## src/rtl/yld_pkg.sv

```systemverilog
package yld_pkg;
   typedef enum logic [1:0] {
      YK_PLAIN = 2'd0,
      YK_DEACT = 2'd1,
      YK_FAULT = 2'd2
   } yld_kind_e;

   localparam logic [2:0] EXC_NONE = 3'd0;
   localparam logic [2:0] EXC_POS  = 3'd2;
   localparam logic [2:0] EXC_NEG  = 3'd4;
endpackage

```

## src/rtl/yld_peer_scan.sv

```systemverilog
module yld_peer_scan #(
   parameter int NUM_CTX = 8,
   parameter int GRP_W   = 2,
   localparam int CTX_W  = (NUM_CTX > 1) ? $clog2(NUM_CTX) : 1
) (
   input  logic [CTX_W-1:0]         caller_ctx,
   input  logic [GRP_W-1:0]         caller_grp,
   input  logic [CTX_W-1:0]         last_ctx,
   input  logic [NUM_CTX*GRP_W-1:0] grp_vec,
   input  logic [NUM_CTX-1:0]       dyn_vec,
   input  logic [NUM_CTX-1:0]       halt_vec,
   input  logic [NUM_CTX-1:0]       act_vec,
   output logic [NUM_CTX-1:0]       peer_vec,
   output logic                     any_peer
);
   for (genvar i = 0; i < NUM_CTX; i++) begin : g_ctx
      localparam logic [CTX_W-1:0] IDX = CTX_W'(i);
      logic in_range, same_grp, other;
      assign in_range = (IDX <= last_ctx);
      assign same_grp = (grp_vec[i*GRP_W +: GRP_W] == caller_grp);
      assign other    = (IDX != caller_ctx);
      assign peer_vec[i] = in_range & same_grp & other &
                           dyn_vec[i] & ~halt_vec[i] & act_vec[i];
   end

   assign any_peer = |peer_vec;
endmodule

```

## src/rtl/yld_decide.sv

```systemverilog
module yld_decide
   import yld_pkg::*;
#(
   parameter int DATA_W = 32
) (
   input  logic signed [DATA_W-1:0] src,
   input  logic [DATA_W-1:0]        mask,
   input  logic                     any_peer,
   input  logic                     caller_dyn,
   input  logic                     ysi_en,
   output yld_kind_e                kind,
   output logic [2:0]               code,
   output logic [DATA_W-1:0]        masked
);
   localparam logic [DATA_W-1:0] RSV_VAL = {{(DATA_W-2){1'b1}}, 2'b10};

   logic is_zero, is_neg, is_rsv;

   assign masked  = src & mask;
   assign is_zero = (src == '0);
   assign is_neg  = src[DATA_W-1];
   assign is_rsv  = (src == RSV_VAL);

   always_comb begin
      kind = YK_PLAIN;
      code = EXC_NONE;
      if (is_zero) begin
         if (any_peer) kind = YK_DEACT;
      end else if (!is_neg) begin
         if (masked == '0) begin
            kind = YK_FAULT;
            code = EXC_POS;
         end
      end else if (!is_rsv && ysi_en && caller_dyn) begin
         kind = YK_FAULT;
         code = EXC_NEG;
      end
   end
endmodule

```

## src/rtl/thread_yield_ctrl.sv

```systemverilog
module thread_yield_ctrl
   import yld_pkg::*;
#(
   parameter int NUM_CTX = 8,
   parameter int GRP_W   = 2,
   parameter int DATA_W  = 32,
   localparam int CTX_W  = (NUM_CTX > 1) ? $clog2(NUM_CTX) : 1
) (
   input  logic                     clk,
   input  logic                     rst_n,
   input  logic                     req_valid,
   output logic                     req_ready,
   input  logic [CTX_W-1:0]         req_ctx,
   input  logic [GRP_W-1:0]         req_group,
   input  logic signed [DATA_W-1:0] req_src,
   input  logic [DATA_W-1:0]        req_mask,
   input  logic [CTX_W-1:0]         cfg_last_ctx,
   input  logic                     ysi_en,
   input  logic [NUM_CTX*GRP_W-1:0] ctx_group,
   input  logic [NUM_CTX-1:0]       ctx_dyn,
   input  logic [NUM_CTX-1:0]       ctx_halt,
   input  logic [NUM_CTX-1:0]       ctx_act,
   output logic                     done,
   output logic [1:0]               done_kind,
   output logic [DATA_W-1:0]        result,
   output logic                     act_clr_valid,
   output logic [CTX_W-1:0]         act_clr_ctx,
   output logic                     exc_valid,
   output logic [2:0]               exc_code
);
   if (NUM_CTX < 2) begin : g_bad_ctx
      $error("thread_yield_ctrl: NUM_CTX must be at least 2");
   end
   if (GRP_W < 1) begin : g_bad_grp
      $error("thread_yield_ctrl: GRP_W must be at least 1");
   end
   if (DATA_W < 4) begin : g_bad_data
      $error("thread_yield_ctrl: DATA_W must be at least 4");
   end

   logic [NUM_CTX-1:0] peer_vec;
   logic               any_peer;
   logic               caller_dyn;
   yld_kind_e          dec_kind;
   logic [2:0]         dec_code;
   logic [DATA_W-1:0]  dec_masked;
   logic               accept;

   yld_peer_scan #(.NUM_CTX(NUM_CTX), .GRP_W(GRP_W)) u_scan (
      .caller_ctx (req_ctx),
      .caller_grp (req_group),
      .last_ctx   (cfg_last_ctx),
      .grp_vec    (ctx_group),
      .dyn_vec    (ctx_dyn),
      .halt_vec   (ctx_halt),
      .act_vec    (ctx_act),
      .peer_vec   (peer_vec),
      .any_peer   (any_peer)
   );

   always_comb begin
      caller_dyn = 1'b0;
      for (int i = 0; i < NUM_CTX; i++) begin
         if (CTX_W'(i) == req_ctx) caller_dyn = ctx_dyn[i];
      end
   end

   yld_decide #(.DATA_W(DATA_W)) u_decide (
      .src        (req_src),
      .mask       (req_mask),
      .any_peer   (any_peer),
      .caller_dyn (caller_dyn),
      .ysi_en     (ysi_en),
      .kind       (dec_kind),
      .code       (dec_code),
      .masked     (dec_masked)
   );

   assign req_ready = ~done;
   assign accept    = req_valid & req_ready;

   always_ff @(posedge clk or negedge rst_n) begin
      if (!rst_n) begin
         done          <= 1'b0;
         done_kind     <= YK_PLAIN;
         result        <= '0;
         act_clr_valid <= 1'b0;
         act_clr_ctx   <= '0;
         exc_valid     <= 1'b0;
         exc_code      <= EXC_NONE;
      end else if (accept) begin
         done          <= 1'b1;
         done_kind     <= dec_kind;
         result        <= dec_masked;
         act_clr_valid <= (dec_kind == YK_DEACT);
         act_clr_ctx   <= req_ctx;
         exc_valid     <= (dec_kind == YK_FAULT);
         exc_code      <= dec_code;
      end else begin
         done          <= 1'b0;
         act_clr_valid <= 1'b0;
         exc_valid     <= 1'b0;
         exc_code      <= EXC_NONE;
      end
   end

   // an accepted request completes on the next cycle
   a_r10_done_follows: assert property (@(posedge clk) disable iff (!rst_n)
      (req_valid && req_ready) |=> done);
   // done is a single-cycle pulse
   a_r10_single_pulse: assert property (@(posedge clk) disable iff (!rst_n)
      done |=> !done);
   // fault and deactivation never coincide
   a_r11_fault_keeps_active: assert property (@(posedge clk) disable iff (!rst_n)
      exc_valid |-> !act_clr_valid);
   // only the two defined subcodes are raised
   a_r6_r7_code_legal: assert property (@(posedge clk) disable iff (!rst_n)
      exc_valid |-> (exc_code == EXC_POS || exc_code == EXC_NEG));
   // a clear strobe names the caller and occurs with done
   a_r4_clear_names_caller: assert property (@(posedge clk) disable iff (!rst_n)
      (req_valid && req_ready) |=> (!act_clr_valid || act_clr_ctx == $past(req_ctx)));
   // returned value is the masked source
   a_r9_result_masked: assert property (@(posedge clk) disable iff (!rst_n)
      (req_valid && req_ready) |=> (result == $past(req_src & req_mask)));
   // no subcode without an exception
   a_r9_code_idle: assert property (@(posedge clk) disable iff (!rst_n)
      !exc_valid |-> (exc_code == 3'd0));
endmodule

```

## config.mk

```make
export PLATFORM = sky130hd
export DESIGN_NAME = thread_yield_ctrl
export DESIGN_NICKNAME = d
export VERILOG_FILES = /design/src/rtl/yld_pkg.sv /design/src/rtl/yld_peer_scan.sv /design/src/rtl/yld_decide.sv /design/src/rtl/thread_yield_ctrl.sv
export SDC_FILE = /design/constraint.sdc
export NUM_CORES = 1
export LEC_CHECK = 0
export ABC_CLOCK_PERIOD_IN_PS = 1520
export BUFFER_PORTS_ARGS = -buffer_cell sky130_fd_sc_hd__buf_4
export CAP_MARGIN = 20
export CORE_UTILIZATION = 35
export DETAILED_ROUTE_END_ITERATION = 6
export HOLD_SLACK_MARGIN = 0.02
export PLACE_DENSITY = 0.8
export SLEW_MARGIN = 40
export SYNTH_ARGS = -nofsm -noshare
export SYNTH_HDL_FRONTEND = slang
export SYNTH_SLANG_ARGS = --single-unit
```

## constraint.sdc

```tcl
create_clock -name clk -period 1.52 [get_ports clk]
set_clock_uncertainty 0.2 [all_clocks]
set_input_delay 0.152 -clock clk [delete_from_list [all_inputs] [get_ports clk]]
set_output_delay 0.152 -clock clk [all_outputs]
set_load 0.05 [all_outputs]
```

# Yosys cells after proc, flatten, opt, wreduce, memory -nomap -nowiden

Index checks and enable logic that the tools add are counted.

Bits in registers: 43
Latch bits: 0
Bits in writable memories: 0
Bits in read-only memories: 0
Input bits: 116
Output and inout bits: 44
Logic and storage cells: 120
Memories: 0

Add/subtract/negate cells: 0
Multipliers: 0
Div/mod/pow operators: 0
$lt $le $gt $ge: 8
Eq/ne operators: 25
Shift operators: 0
Muxes and demuxes: 21
Bitwise logic cells: 51
Reductions and logical operators: 8

Operator list:

| kind                 | number |
|---|---|
| $logic_not 32->1     | 2 |
| $and 1x1->1          | 41 |
| $and 32x32->32       | 1 |
| $eq 32x32->1 const B | 1 |
| $eq 2x2->1           | 8 |
| $eq 3x3->1 const A   | 4 |
| $le 3x3->1 const A   | 4 |
| $mux 1               | 12 |
| $mux 3               | 4 |
| $ne 3x3->1 const A   | 4 |
| $mux 2               | 5 |
| $not 1->1            | 9 |
| $reduce_or 8->1      | 1 |
| $eq 2x3->1 const A   | 2 |
| $le 1x3->1 const A   | 2 |
| $le 2x3->1 const A   | 2 |
| $ne 2x3->1 const A   | 2 |
| $eq 1x3->1 const A   | 1 |
| $logic_not 3->1      | 1 |
| $ne 1x3->1 const A   | 1 |
| $reduce_bool 3->1    | 1 |
| $eq 2x1->1 const B   | 1 |
| $eq 2x2->1 const B   | 1 |
| $logic_and 1x1->1    | 2 |
| $logic_not 1->1      | 1 |

# Longest topological paths before layout

Gate-level depths: netlist of the first run.

Depth in word-level cells: 15
Gate-level depth with buffers: 7
Mapped depth without buffers: 6

# Cells and area by module

Synthesis of the first run repeated with hierarchy kept, for this count alone.

Cells, all modules: 225
Area, all modules: 2514.9 um2

By module, submodules not included:

| module            | times used | cells an instance | area an instance (um2) | seq. area each (um2) |
|---|---|---|---|---|
| thread_yield_ctrl | 1          | 95                | 1627.8                 | 1076.0 |
| yld_decide        | 1          | 73                | 461.7                  | 0.0 |
| yld_peer_scan     | 1          | 57                | 425.4                  | 0.0 |

# Worst setup path after synthesis of the first run

No wires, ideal clock.

Path type: flip-flop to flip-flop
From: register done
To: register done_kind[1]
Arrival: 1626 ps
Slack: -392 ps
Cell stages (with the launch flop): 8
Cells stage by stage: dfrtp_1 -> nand2b_1 -> clkbuf_8 -> inv_1 -> nand4_1 -> nor4_1 -> nand4b_1 -> o211ai_1

Word-level cells in the longest chain between the ends: 2

RTL lines:

| item                   | RTL line                 | source |
|---|---|---|
| from (decl)            | thread_yield_ctrl.sv:23  | `output logic done,` |
| from (signal assigned) | thread_yield_ctrl.sv:84  | `done <= 1'b0;` |
| from (signal assigned) | thread_yield_ctrl.sv:92  | `done <= 1'b1;` |
| from (signal assigned) | thread_yield_ctrl.sv:100 | `done <= 1'b0;` |
| $not 1->1              | thread_yield_ctrl.sv:79  | `assign req_ready = ~done;` |
| $and 1x1->1            | thread_yield_ctrl.sv:80  | `assign accept = req_valid & req_ready;` |
| net accept             | thread_yield_ctrl.sv:47  | `logic accept;` |
| to (signal assigned)   | thread_yield_ctrl.sv:93  | `done_kind <= dec_kind;` |
| to (decl)              | thread_yield_ctrl.sv:24  | `output logic [1:0] done_kind,` |

The timed path passes the listed nets, and every way through them passes these cells.
A chain may end at the register's enable or synchronous reset.

# Worst setup path in the final report of the first run

From: register done
To: register done_kind[1]

Word-level cells in the longest chain between the ends: 2

RTL lines:

| item        | RTL line |
|---|---|
| $not 1->1   | thread_yield_ctrl.sv:79 |
| $and 1x1->1 | thread_yield_ctrl.sv:80 |

No other way between the ends.

==> run summary, run 1 <==
Number of buffers on the longest clock path: 2. The H-tree depth was 2; the fraction of final layout cells with drive strength greater than 1 was 39.5%. The number of max-cap violations is 0, and the worst hold slack is -0.0229 ns. In this run, post-CTS hold repair placed 51 buffers. For the arrival time of the worst setup path, the log shows 1.58 ns.

Setup repair after global routing could not meet its margin everywhere. The final critical path takes up 104% of the cycle. The startpoint kind of the worst setup timing path is a flop. The setup path with the least slack is of type reg -> reg. For this block, the routed nets add up to 9880 µm of wire. Summed over all layers, the global routing overflow is 0.

Counting every instance in the synthesized netlist gives 279. After the flow finishes, the layout carries non-filler instances totaling 581. The final-layout fill cell count is 485, and the largest fanout on the critical path is 4.

The first routing iteration left 183 violations. The global-route usage over all layers came out at 28.8%. The count of nets left with antenna violations once routing finished came out at 0.

For the share of total power in combinational logic, the log shows 41.3%. The first-pass GRT wire length is 15,800 µm. The most critical setup path has its startpoint at done. The tools report the CTS root buffer as clkbuf_8.

The post-synthesis sequential element count is 42, and the register area is 1050 µm². The clock reaches the later pin of the worst-skew pair after 0.28 ns. The post-route minimum period works out to 1.57 ns. The clock power share was 20.2%; the sequential element share of the synthesized area was 44.5%. The post-synthesis to final-layout area growth was 84.2%. Net switching is 36.9% of the power. The half-perimeter wire length of the detailed placement result was 7050 µm. The tools report the hold path startpoint as req_src[19].

The logs give 1.53 ns for the required time of the critical path and 635 MHz for the maximum clock rate. The type of the most critical hold path is in -> reg. The cell type with the highest occurrence count on the critical path was o211ai_1. The worst setup path is captured at a flop. The number of nets handed over by synthesis was 395. After detailed routing, the number of vias per cell comes to 5.36.

The floorplan step defined a die boundary enclosing 7080 µm². For this configuration, the core starts out at a cell density of 36.8%. The library cell used most frequently in the layout, excluding fill and tap cells, is buf_4. In this run the power density over the cells is 771 nW/µm². The count of yosys warnings during synthesis came out at 0. TritonCTS built the clock tree. The TritonCTS buffer count is 5. The distinct cell type count after synthesis was 38. The top cell types in the final layout, fill and taps aside, are buf_4 (181), nand2_1 (75), dlygate4sd3_1 (48). In this run the power spent charging and discharging nets is 0.00124 W. Across all layers, the routed design uses 3,114 vias.

The internal power component is 0.00212 W, and the number of placed instances with taps included is 526. The logs give 620 for the count of nets after finishing and 0.366 mV for the maximum VDD drop. The checks that failed: design-rule violations, negative hold slack, negative setup slack. The slew of the pin with the lowest slew margin was 0.537 ns; the iteration count of the initial detailed-routing pass was 7. Setup violations remaining at the end of the flow were counted as 5. Dividing the detail-routed wire length by the instance count gives 17.0 µm.

The normalized max-slew margin was 64.2%. For this run, design rule violations remaining after detail routing come to 32. The initialized floorplan defines 29 standard-cell rows. Of the total power, registers draw 38.5%.

The signal on the critical path passes through nand2b_4 > a311oi_2 > o221a_2 > o211ai_1 > o211ai_1. 160 I/O pins were placed. Cell area after technology mapping: 2360 µm².

The flow ran to the end, but the final reports show violations. For this run, the slowest stage of the critical path takes 0.40 ns. Entering global routing, the biggest net connects 43 pins. For the final max-slew violation count, the log shows 0.

The logs give -0.05 ns for the internal reg-to-reg setup slack and 6420 µm² for the area of the core. Total clock sinks: 42. The count of port buffers added during placement was 158; the register clock-pin slew on the reported worst setup and hold paths was 0.07 ns.

Via count of the first global-routing pass: 3,283. The worst register-to-register path begins at done. The tools report the worst path setup slack after routing as -0.0543 ns. Placer congestion estimate: 0.851. In this run the mean area of a mapped cell was 8.47 µm². The multi-input gate area in the final layout came out at 1200 µm². The vertical die dimension is 84.2 µm. Summed over all cells, the static leakage comes to 2.13 nW. Before CTS, the worst setup slack after placement is -0.173 ns. The floorplan step set the die width to 84.2 µm.

The number of antenna violations at the first check in global routing came out at 0. The diode insertion count for antenna repair is 0. The slowest library cell on the worst path was dfrtp_2. The final hold violation count came out at 2. The run gives 0 as the post-CTS setup buffer count.
## sequential cells by signal (all words and copies together) (netlist names)
name           cells
act_clr_valid      1
exc_code           2
act_clr_ctx        3
done               1
done_kind          2
exc_valid          1
result            32
## worst max-delay path: cells and delay by family (launching register included)
kind	cells	cell delay [ns]
flops	1	0.40
compound gates	4	0.73
simple gates	1	0.16
## cells in the mapped netlist
cell type	number	area, µm²
buf_4	3	22.5
o22a_1	1	8.76
and3b_1	1	8.76
nand2_1	77	289
nand2b_1	3	18.8
o221a_2	1	11.3
or4_1	1	7.51
inv_1	7	26.3
dfrtp_1	42	1050
a311oi_1	1	8.76
o211ai_1	2	15.0
xor2_1	7	61.3
nand4b_1	4	35.0
clkbuf_1	6	22.5
and3_1	1	6.26
a22oi_1	5	37.5
a21o_1	1	7.51
and4b_1	2	20.0
nor3_1	4	20.0
nor2b_1	1	6.26
nor4_1	12	75.1
mux2i_1	1	10.0
conb_1	1	3.75
nand4_1	16	100
o2111ai_1	3	26.3
clkbuf_8	2	27.5
and3_2	1	7.51
buf_6	3	33.8
a21oi_1	8	40.0
xnor2_1	9	78.8
a211oi_1	1	7.51
nor2_1	6	22.5
a2111o_1	1	11.3
nand3b_1	1	7.51
a31oi_1	2	12.5
o21ai_0	38	190
nand3_1	3	15.0
or3b_1	1	8.76
## stage by stage
| stage | hold WS (ns) | instance area (µm²) | setup TNS, ns | util, % | power (W) |
|---|---|---|---|---|---|
| global placement | -0.0352 | 3780 | -0.872 | 58.9 | 0.00255 |
| floorplan | -0.344 | 2380 | -0.790 | - | 0.00196 |
| global route | -0.00924 | 4350 | -1.25 | 67.7 | 0.00350 |
| CTS | 0.0283 | 4380 | -0.162 | 68.1 | 0.00335 |
| finish | -0.0229 | 4350 | -0.152 | 67.7 | 0.00335 |
| detailed placement | -0.0306 | 3780 | -0.664 | 58.9 | 0.00257 |
## kinds of logic (layout without fill, tap and decap cells)
logic type	after synthesis	after routing	synth area share [%]
other	1	1	0.159
multiplexers	1	1	0.424
buffers and inverters	21	246	5.61
XOR/XNOR	16	16	5.93
AO/OA/AOI/OAI	64	64	15.9
AND/OR/NAND/NOR	134	134	27.4
flip-flops	42	42	44.5
## power groups by stage
stage | logic (W) | registers, W | clock network (W)
after floorplan | 0.000271 | 0.00169 | 0
after global placement | 0.00125 | 0.00131 | 0
after detailed placement | 0.00126 | 0.00131 | 0
after CTS | 0.00137 | 0.00129 | 0.000690
after global routing | 0.00146 | 0.00130 | 0.000736
final | 0.00139 | 0.00129 | 0.000676
## final cells by class
cell class	count	share of cell area [%]
Inverter	7	0.604
Clock inverter	2	0.230
Multi-Input combinational cell	216	27.5
Timing Repair Buffer	232	43.7
Clock buffer	5	1.58
Sequential cell	42	24.2
Tap cell	77	2.21
## path summary, 6_finish.rpt
check | to | cells past startpoint
max | done_kind[1] | 5
min | result[19] | 3
max reg2reg | done_kind[1] | 5
min reg2reg | result[31] | 2
max in group asynchronous | done | 2
min in group asynchronous | result[1] | 2
## what timing repair did
item                                    CTS  global route
gates resized for setup                   2             4
hold endpoints to repair                 75             2
endpoints found under the setup margin    4            20
pin swaps                                 4             3
## layer usage
metal / share of wire [%] / up-vias / track usage (%)
met5: 0 / - / 0
met4: 3.3 / 0 / 12.4
met3: 11 / 30 / 5.51
met2: 50 / 209 / 53.2
met1: 36 / 1430 / 32.4
li1: - / 1445 / -
Power figures use the tool's default switching activity.
==> run 2, diff against run 1 <==
Settings changed: SETUP_SLACK_MARGIN set to 0.3.
==> run summary, run 2 (synthesized netlist as in run 1, its figures left out) <==
The final reports fail on design-rule violations, negative setup slack. The worst path setup slack after routing was -0.189 ns. Slowest library cell on the worst path: dfrtp_2. The detail route stage leaves a number of antenna-violating nets equal to 0. In this run the core area contains 29 standard-cell rows. At the worst endpoint, the arrival time is 1.70 ns.

Setup violations remaining at the end of the flow were counted as 34. The analysis attributes to net switching a power of 0.00151 W. The post-detailed-route wirelength per cell is 23.2 µm, and the flip-flop count of the largest register, all copies and words added is 32. Hold is met by 0.0161 ns.

The share of total power dissipated in the clock network is 18.5%. After clock tree synthesis, the clock-pin slew on the worst setup and hold paths is 0.09 ns. TritonCTS built the clock tree.

In this run switching power makes up 38.7% of total power. For this configuration, the core starts out at a cell density of 36.8%. Sequential cells account for 34.2% of the total power. The die boundary width came out at 84.2 µm.

Once detailed placement completed, the half-perimeter wirelength came to 7110 µm. The clock net in this run drives a total of 42 sinks. The fraction of final layout cells with drive strength greater than 1 is 51.1%, and the met3 capacity usage during global routing is 8.55%. With fillers left out, the area of the finished cells amounts to 5140 µm².

The highest-utilization routing layer at the global route stage was met2. The run gives 585 MHz as the maximum clock rate. The library cells used most frequently in the layout, excluding fill and tap cells, are buf_4 (148), nand2_1 (56), buf_6 (48). After the last flow step, the layout net total stands at 646. The placer congestion estimate was 0.860. After detailed placement, the total cell area comes to 3750 µm². Counting both buffers and inverters, the worst setup path holds a total of 4.

Setup repair after global routing could not meet its margin everywhere. The largest register by flop count is result. In this run the power density over the cells is 756 nW/µm². The number of max-cap violations is 0. The run gives 0 as the final hold violation count. The post-route minimum period was 1.71 ns; the final worst-path cycle share was 112%. The run finished, with violations left.

The met2 track utilization from global routing was 61.0%. The required time of the critical path is 1.51 ns. The signal on the critical path passes through nand2b_4 > buf_4 > buf_6 > bufbuf_16 > buf_16 > nand2_1 > o21ai_1. The area of the core was 6420 µm²; the total congestion overflow was 0.

In the global route stage, overall resource usage came out at 32.6%. Leaving out fill and tap cells, the most frequent cell in the layout is buf_4. The final setup TNS is -2.19 ns.

Entering global routing, the biggest net connects 43 pins. The via count of the routed design is 3,717, and the delay of the slowest cell on the worst path is 0.41 ns. The post-detailed-route via-to-cell ratio came out at 6.11. The number of buffers on the longest clock path was 2.

The run gives 3,535 as the via count of the first global-routing pass. For the area of the die, the log shows 7080 µm². The count of port buffers added during placement came out at 158. The category of the critical setup timing path was reg -> reg. In this design, the largest share of critical-path delay is due to buffers and inverters. The min-delay analysis places its worst path in the category in -> reg.

The post-synthesis to final-layout area growth was 118%. For this run, design rule violations remaining after detail routing come to 30. In this run the static leakage power is 2.47 nW. STA classifies the critical path endpoint as a flop. The later-pin clock latency in the skew report was 0.29 ns. The tools report the number of antenna violations at the first check in global routing as 1. The internal power of the cells totals 0.00238 W. The first TritonRoute pass finished after 7 iterations.

The routing usage on met1 is 33.9%, and the largest fanout on the critical path is 6. For the TritonCTS buffer count, the log shows 5. From bottom edge to top edge, the die measures 84.2 µm. DRC violation total after the first TritonRoute iteration: 456. The worst setup path is launched from a flop. Maximum VDD drop: 0.351 mV. The slew of the pin with the lowest slew margin is 0.550 ns, and the total detailed-routing wirelength is 14,100 µm. CTS built an H-tree with a depth of 2. CTS placed an instance of clkbuf_8 at the clock tree root. In this run the tightest slew margin relative to its limit is 63.3%.

The tools report the number of ports placed on the die boundary as 160. Of the total power, combinational logic draws 47.3%. The largest registers in the layout are result: 32 flops, act_clr_ctx: 3 flops.

The final max-slew violation count is 0. For the first-pass GRT wire length, the log shows 17,700 µm.
[run 2: worst min-delay path: stages]
cell and delay, ns:
buf_4 0.14, inv_2 0.10, o21ai_1 0.08
[run 2: path summary, 6_finish.rpt]
check / startpoint / end / slack (ns) / depth (start not counted)
setup / recovery: done / result[12] / -0.19 / 7
min in group asynchronous: rst_n / result[28] / 0.18 / 2
max in group asynchronous: rst_n / done / 0.53 / 2
hold reg to reg: result[31] / result[31] / 0.31 / 2
hold / removal: req_ctx[2] / act_clr_ctx[2] / 0.02 / 3
setup reg to reg: done / result[12] / -0.19 / 7
[run 2: routing by layer]
metal  share of wire, %  routed length [µm]
met5                  0                   0
met4                7.1                1000
met3                 12                1660
met2                 48                6800
met1                 33                4610
[run 2: power by group through the flow]
stage                     Sequential, W  Clock (W)  Combinational (W)
after floorplan                 0.00169          0           0.000275
after global placement          0.00130          0            0.00124
after detailed placement        0.00131          0            0.00126
after CTS                       0.00130   0.000684            0.00155
after global routing            0.00133   0.000774            0.00189
final                           0.00133   0.000721            0.00184
[run 2: layout make-up]
type | count | area, µm²
Fill cell | 333 | 1280
Multi-Input combinational cell | 216 | 1410
Inverter | 7 | 28.8
Sequential cell | 42 | 1050
Clock inverter | 2 | 10.0
Timing Repair Buffer | 258 | 2470
Clock buffer | 5 | 68.8
Tap cell | 77 | 96.3
Antenna cell | 1 | 2.50
[run 2: what timing repair did]
item                                    in CTS  in global routing
pin swaps                                   10                 11
endpoints found under the hold margin       75                  0
resized for setup                           87                 70
hold buffers                                46                  0
cloned                                       6                  2
buffers inserted                             4                 20
endpoints found under the setup margin      67                 82
[run 2: stage by stage]
| step | power [W] | worst slack (ns) | utilization, % | std cells |
|---|---|---|---|---|
| 2_1_floorplan | 0.00197 | -0.232 | - | 279 |
| 3_3_place_gp | 0.00254 | -0.170 | 58.4 | 522 |
| 3_5_place_dp | 0.00257 | -0.262 | 58.4 | 522 |
| 4_1_cts | 0.00354 | -0.108 | 73.3 | 585 |
| 5_1_grt | 0.00400 | -0.250 | 80.1 | 608 |
| 6_report | 0.00389 | -0.189 | 80.1 | 608 |
==> run 3, diff against run 2 <==
Settings changed: ABC_AREA set to 1, CORE_MARGIN set to 2, PLACE_DENSITY 0.8 to 0.79.
==> run summary, run 3 <==
Clock power share: 20.9%. In the final layout, the registers with the most flip-flops are result: 32 flops, act_clr_ctx: 3 flops. The logs give 42 for the total clock sinks and 2 for the number of buffers on the longest clock path. Counting tap cells, the placed design contains a total of 618 instances. The tools report the worst hold slack as -0.0424 ns. Fraction of final layout cells with drive strength greater than 1: 37.2%. The most frequent standard cell in the layout excluding fill and tap cells is buf_4. In the layout the commonest cells are buf_4 (135), nand2_1 (130), dfrtp_1 (41). Broken down by cell family, the worst path's largest delay share belongs to buffers and inverters.

The flow ran to the end, but the final reports show violations. For the worst setup path, the data arrival time is 1.44 ns. After detailed routing, the number of remaining DRC violations is 0. The worst hold path passes through 3 cells. Most instantiated flip-flop cell in the synthesis netlist: dfrtp_1. Total detailed-routing wirelength: 11,000 µm.

The synthesized design contains 42 register bits. The post-detailed-route wirelength per cell is 16.2 µm, and the area of placed instances is 3770 µm². Setup repair after global routing could not meet its margin everywhere. Counting flops per register, the top entry is result. In this design, the stage delay of the slowest critical-path cell is 0.43 ns. Traced cell by cell, the critical path runs through clkinvlp_4 > nand2_4 > buf_4 > bufbuf_16 > nand2_1 > o21ai_1. The die covers 7770 µm². Compared with the post-synthesis result, the final layout area differs by 89.7%. Yosys mapped a number of flops with a built-in enable equal to 0. Share of total power in combinational logic: 42.8%. The final hold violation count was 2. The sequential element share of the synthesized area is 42.4%, and the largest net degree at the start of global routing is 43. Yosys instantiated no cell more often than nand2_1.

The critical path contains buffers and inverters numbering 3 combined. The worst register-to-register path ends at result[5]. The post-detailed-route via-to-cell ratio is 4.97. Internal power comes to 0.00228 W. Internal reg-to-reg setup slack: 0.05 ns. For the pin with the worst max-slew slack, the measured transition is 0.534 ns. The tools report the number of ports placed on the die boundary as 160. Power spread over the standard cell area amounts to 768 nW/µm². The count of port buffers added during placement is 158, and the count of cells along the worst register-to-register path is 6. The post-synthesis cell type with the largest combined area was dfrtp_1.

The number of nets in the synthesized netlist is 487. Per report_power, the sequential group accounts for 36.3% of the total. Number of nets still failing antenna checks after routing: 0. VDD sags by at most 0.378 mV. The run gives 0 as the total congestion overflow.

The logs give 2.48 nW for the leakage power and -0.0485 ns for the worst setup slack before clock tree synthesis. The net switching power of the design is 0.00133 W. The detailed router finished its first iteration with 155 violations. The worst hold path begins at req_valid. The area fraction of the dominant cell type after synthesis was 42.4%. For the global-route usage over all layers, the log shows 25.1%. After layout, the worst setup slack is 0.0452 ns.

The count of mapped cells out of synthesis is 371. Detailed placement finished with a half-perimeter wire length of 7370 µm. Type of the most critical hold path: in -> reg.

In this run switching power makes up 37.0% of total power. The worst hold path terminates at done. Largest fanout on the critical path: 8. The first-pass GRT wire length is 15,000 µm. The run gives 6830 µm² as the area of the core. The worst setup path is launched from a flop.

CTS root buffer: clkbuf_8. The cell area that synthesis handed to floorplanning was 2480 µm². The clock reaches the later pin of the worst-skew pair after 0.28 ns. Derived from the worst setup path, the maximum achievable clock frequency is 678 MHz. The worst path needs 1.47 ns of the cycle, external delays included. The flip-flop count of the largest register, all copies and words added came out at 32. Data on the critical path is required at its endpoint by 1.49 ns.

Slowest library cell on the worst path: dfrtp_2. The average size of a mapped cell works out to 6.68 µm². The netlist uses 26 different library cells.

The iteration count of the initial detailed-routing pass was 4; the number of antenna violations at the first check in global routing was 0. Overall power consumption after layout is estimated at 0.00361 W. The count of cells in the finished layout, fillers not included, comes to 682. Clock-pin slew was measured on the worst setup and hold paths at 0.08 ns. The die is 88.2 µm wide. The TritonCTS buffer count was 5. The row count was 30.

Of all flip-flops after synthesis, the portion carrying an async set or reset was 100%. The commonest cells after synthesis are nand2_1 (133), dfrtp_1 (42), inv_1 (41), nor2_1 (41), o21ai_0 (39). The critical path is of the reg -> reg type. The finished cells cover 4700 µm². CTS built an H-tree with a depth of 2.

The final reports fail on negative hold slack. The run gives 64.4% as the normalized max-slew margin. The via count of the first global-routing pass is 3,252, and the initial standard-cell utilization of the core is 36.3%. At the end of routability-driven placement, the weighted congestion stood at 0.847.

Ranked by total cell area, the synthesized netlist is headed by dfrtp_1 (42%), nand2_1 (20%), o21ai_0 (7.9%). The diode insertion count for antenna repair is 0, and the number of max-cap violations is 0. The origin of the critical flop-to-flop path was done.

The tools report the via count of the routed design as 3,388. Count of yosys warnings during synthesis: 0. STA classifies the critical path endpoint as a flop. Vertical die dimension: 88.2 µm. For the final count of negative-setup-slack endpoints, the log shows 0. TritonCTS built the clock tree. The final critical path takes up 97.0% of the cycle. At the end of the flow, the number of nets in the layout was 701. The run gives 0 as the final max-slew violation count.
## run 3: cell count changes after synthesis, moves of 4 or more
cell and change:
nor4_1 -12, xnor2_1 -4, nor3_1 +5, a22oi_1 -5, nor2_1 +35, nand3_1 +14, inv_1 +34, xor2_1 -6
nand2_1 +56, nand4b_1 -4
## run 3: routing by layer
layer,vias to the layer above,part of all wire (%),global-route usage (%)
met5,-,0,0
met3,20,10,6.13
li1,1597,-,-
met1,1569,35,27.6
met4,0,2.4,5.23
met2,202,52,48.6
## run 3: timing repair
action,4_1_cts,5_1_grt
setup buffers,5,14
gates resized for setup,39,52
setup endpoints to repair,68,81
hold buffers,32,2
hold endpoints to repair,72,4
cloned,1,2
pin swaps,2,2
## run 3: worst max path at each step
stage	startpoint	endpoint	slack (ns)	cells after the start
global placement	req_src[27]	done_kind[1]	-0.02	8
floorplan	done	done_kind[1]	-0.19	7
finish	done	result[5]	0.05	6
global route	done	result[11]	-0.007	6
detailed placement	req_src[13]	done_kind[1]	-0.05	8
CTS	done	done_kind[1]	0.05	7
## run 3: worst min-delay path: stages
cell and delay (ns):
buf_4 0.09, nand2_4 0.07, inv_2 0.09
## run 3: kinds of logic after synthesis
family	share of synthesized area [%]
other	0.151
and+or+nand+nor	37.4
AOI/OAI and AO/OA	9.39
xor gates and xnor gates	2.12
buffers and inverters	8.53
DFF	42.4
## run 3: power by group through the flow
stage,Clock [W],Combinational [W],Sequential [W]
2_1_floorplan,0,0.000282,0.00168
3_3_place_gp,0,0.00120,0.00130
3_5_place_dp,0,0.00122,0.00130
4_1_cts,0.000762,0.00137,0.00130
5_1_grt,0.000810,0.00163,0.00132
6_report,0.000756,0.00154,0.00131
## run 3: metrics by stage
| step | util [%] | setup TNS [ns] |
|---|---|---|
| 4_1_cts | 64.2 | 0 |
| 2_1_floorplan | - | -5.89 |
| 3_3_place_gp | 55.3 | -0.0209 |
| 6_report | 68.8 | 0 |
| 3_5_place_dp | 55.3 | -0.0812 |
| 5_1_grt | 68.8 | -0.00725 |
## run 3: final cells by class
cell class              count  area [µm²]
repair buffers            217        1970
fillers                   531        2130
clock inverters             2        12.5
well taps                  96         120
multi-input cells         275        1290
flip-flops and latches     42        1050
inverters                  44         169
clock buffers               6        82.6
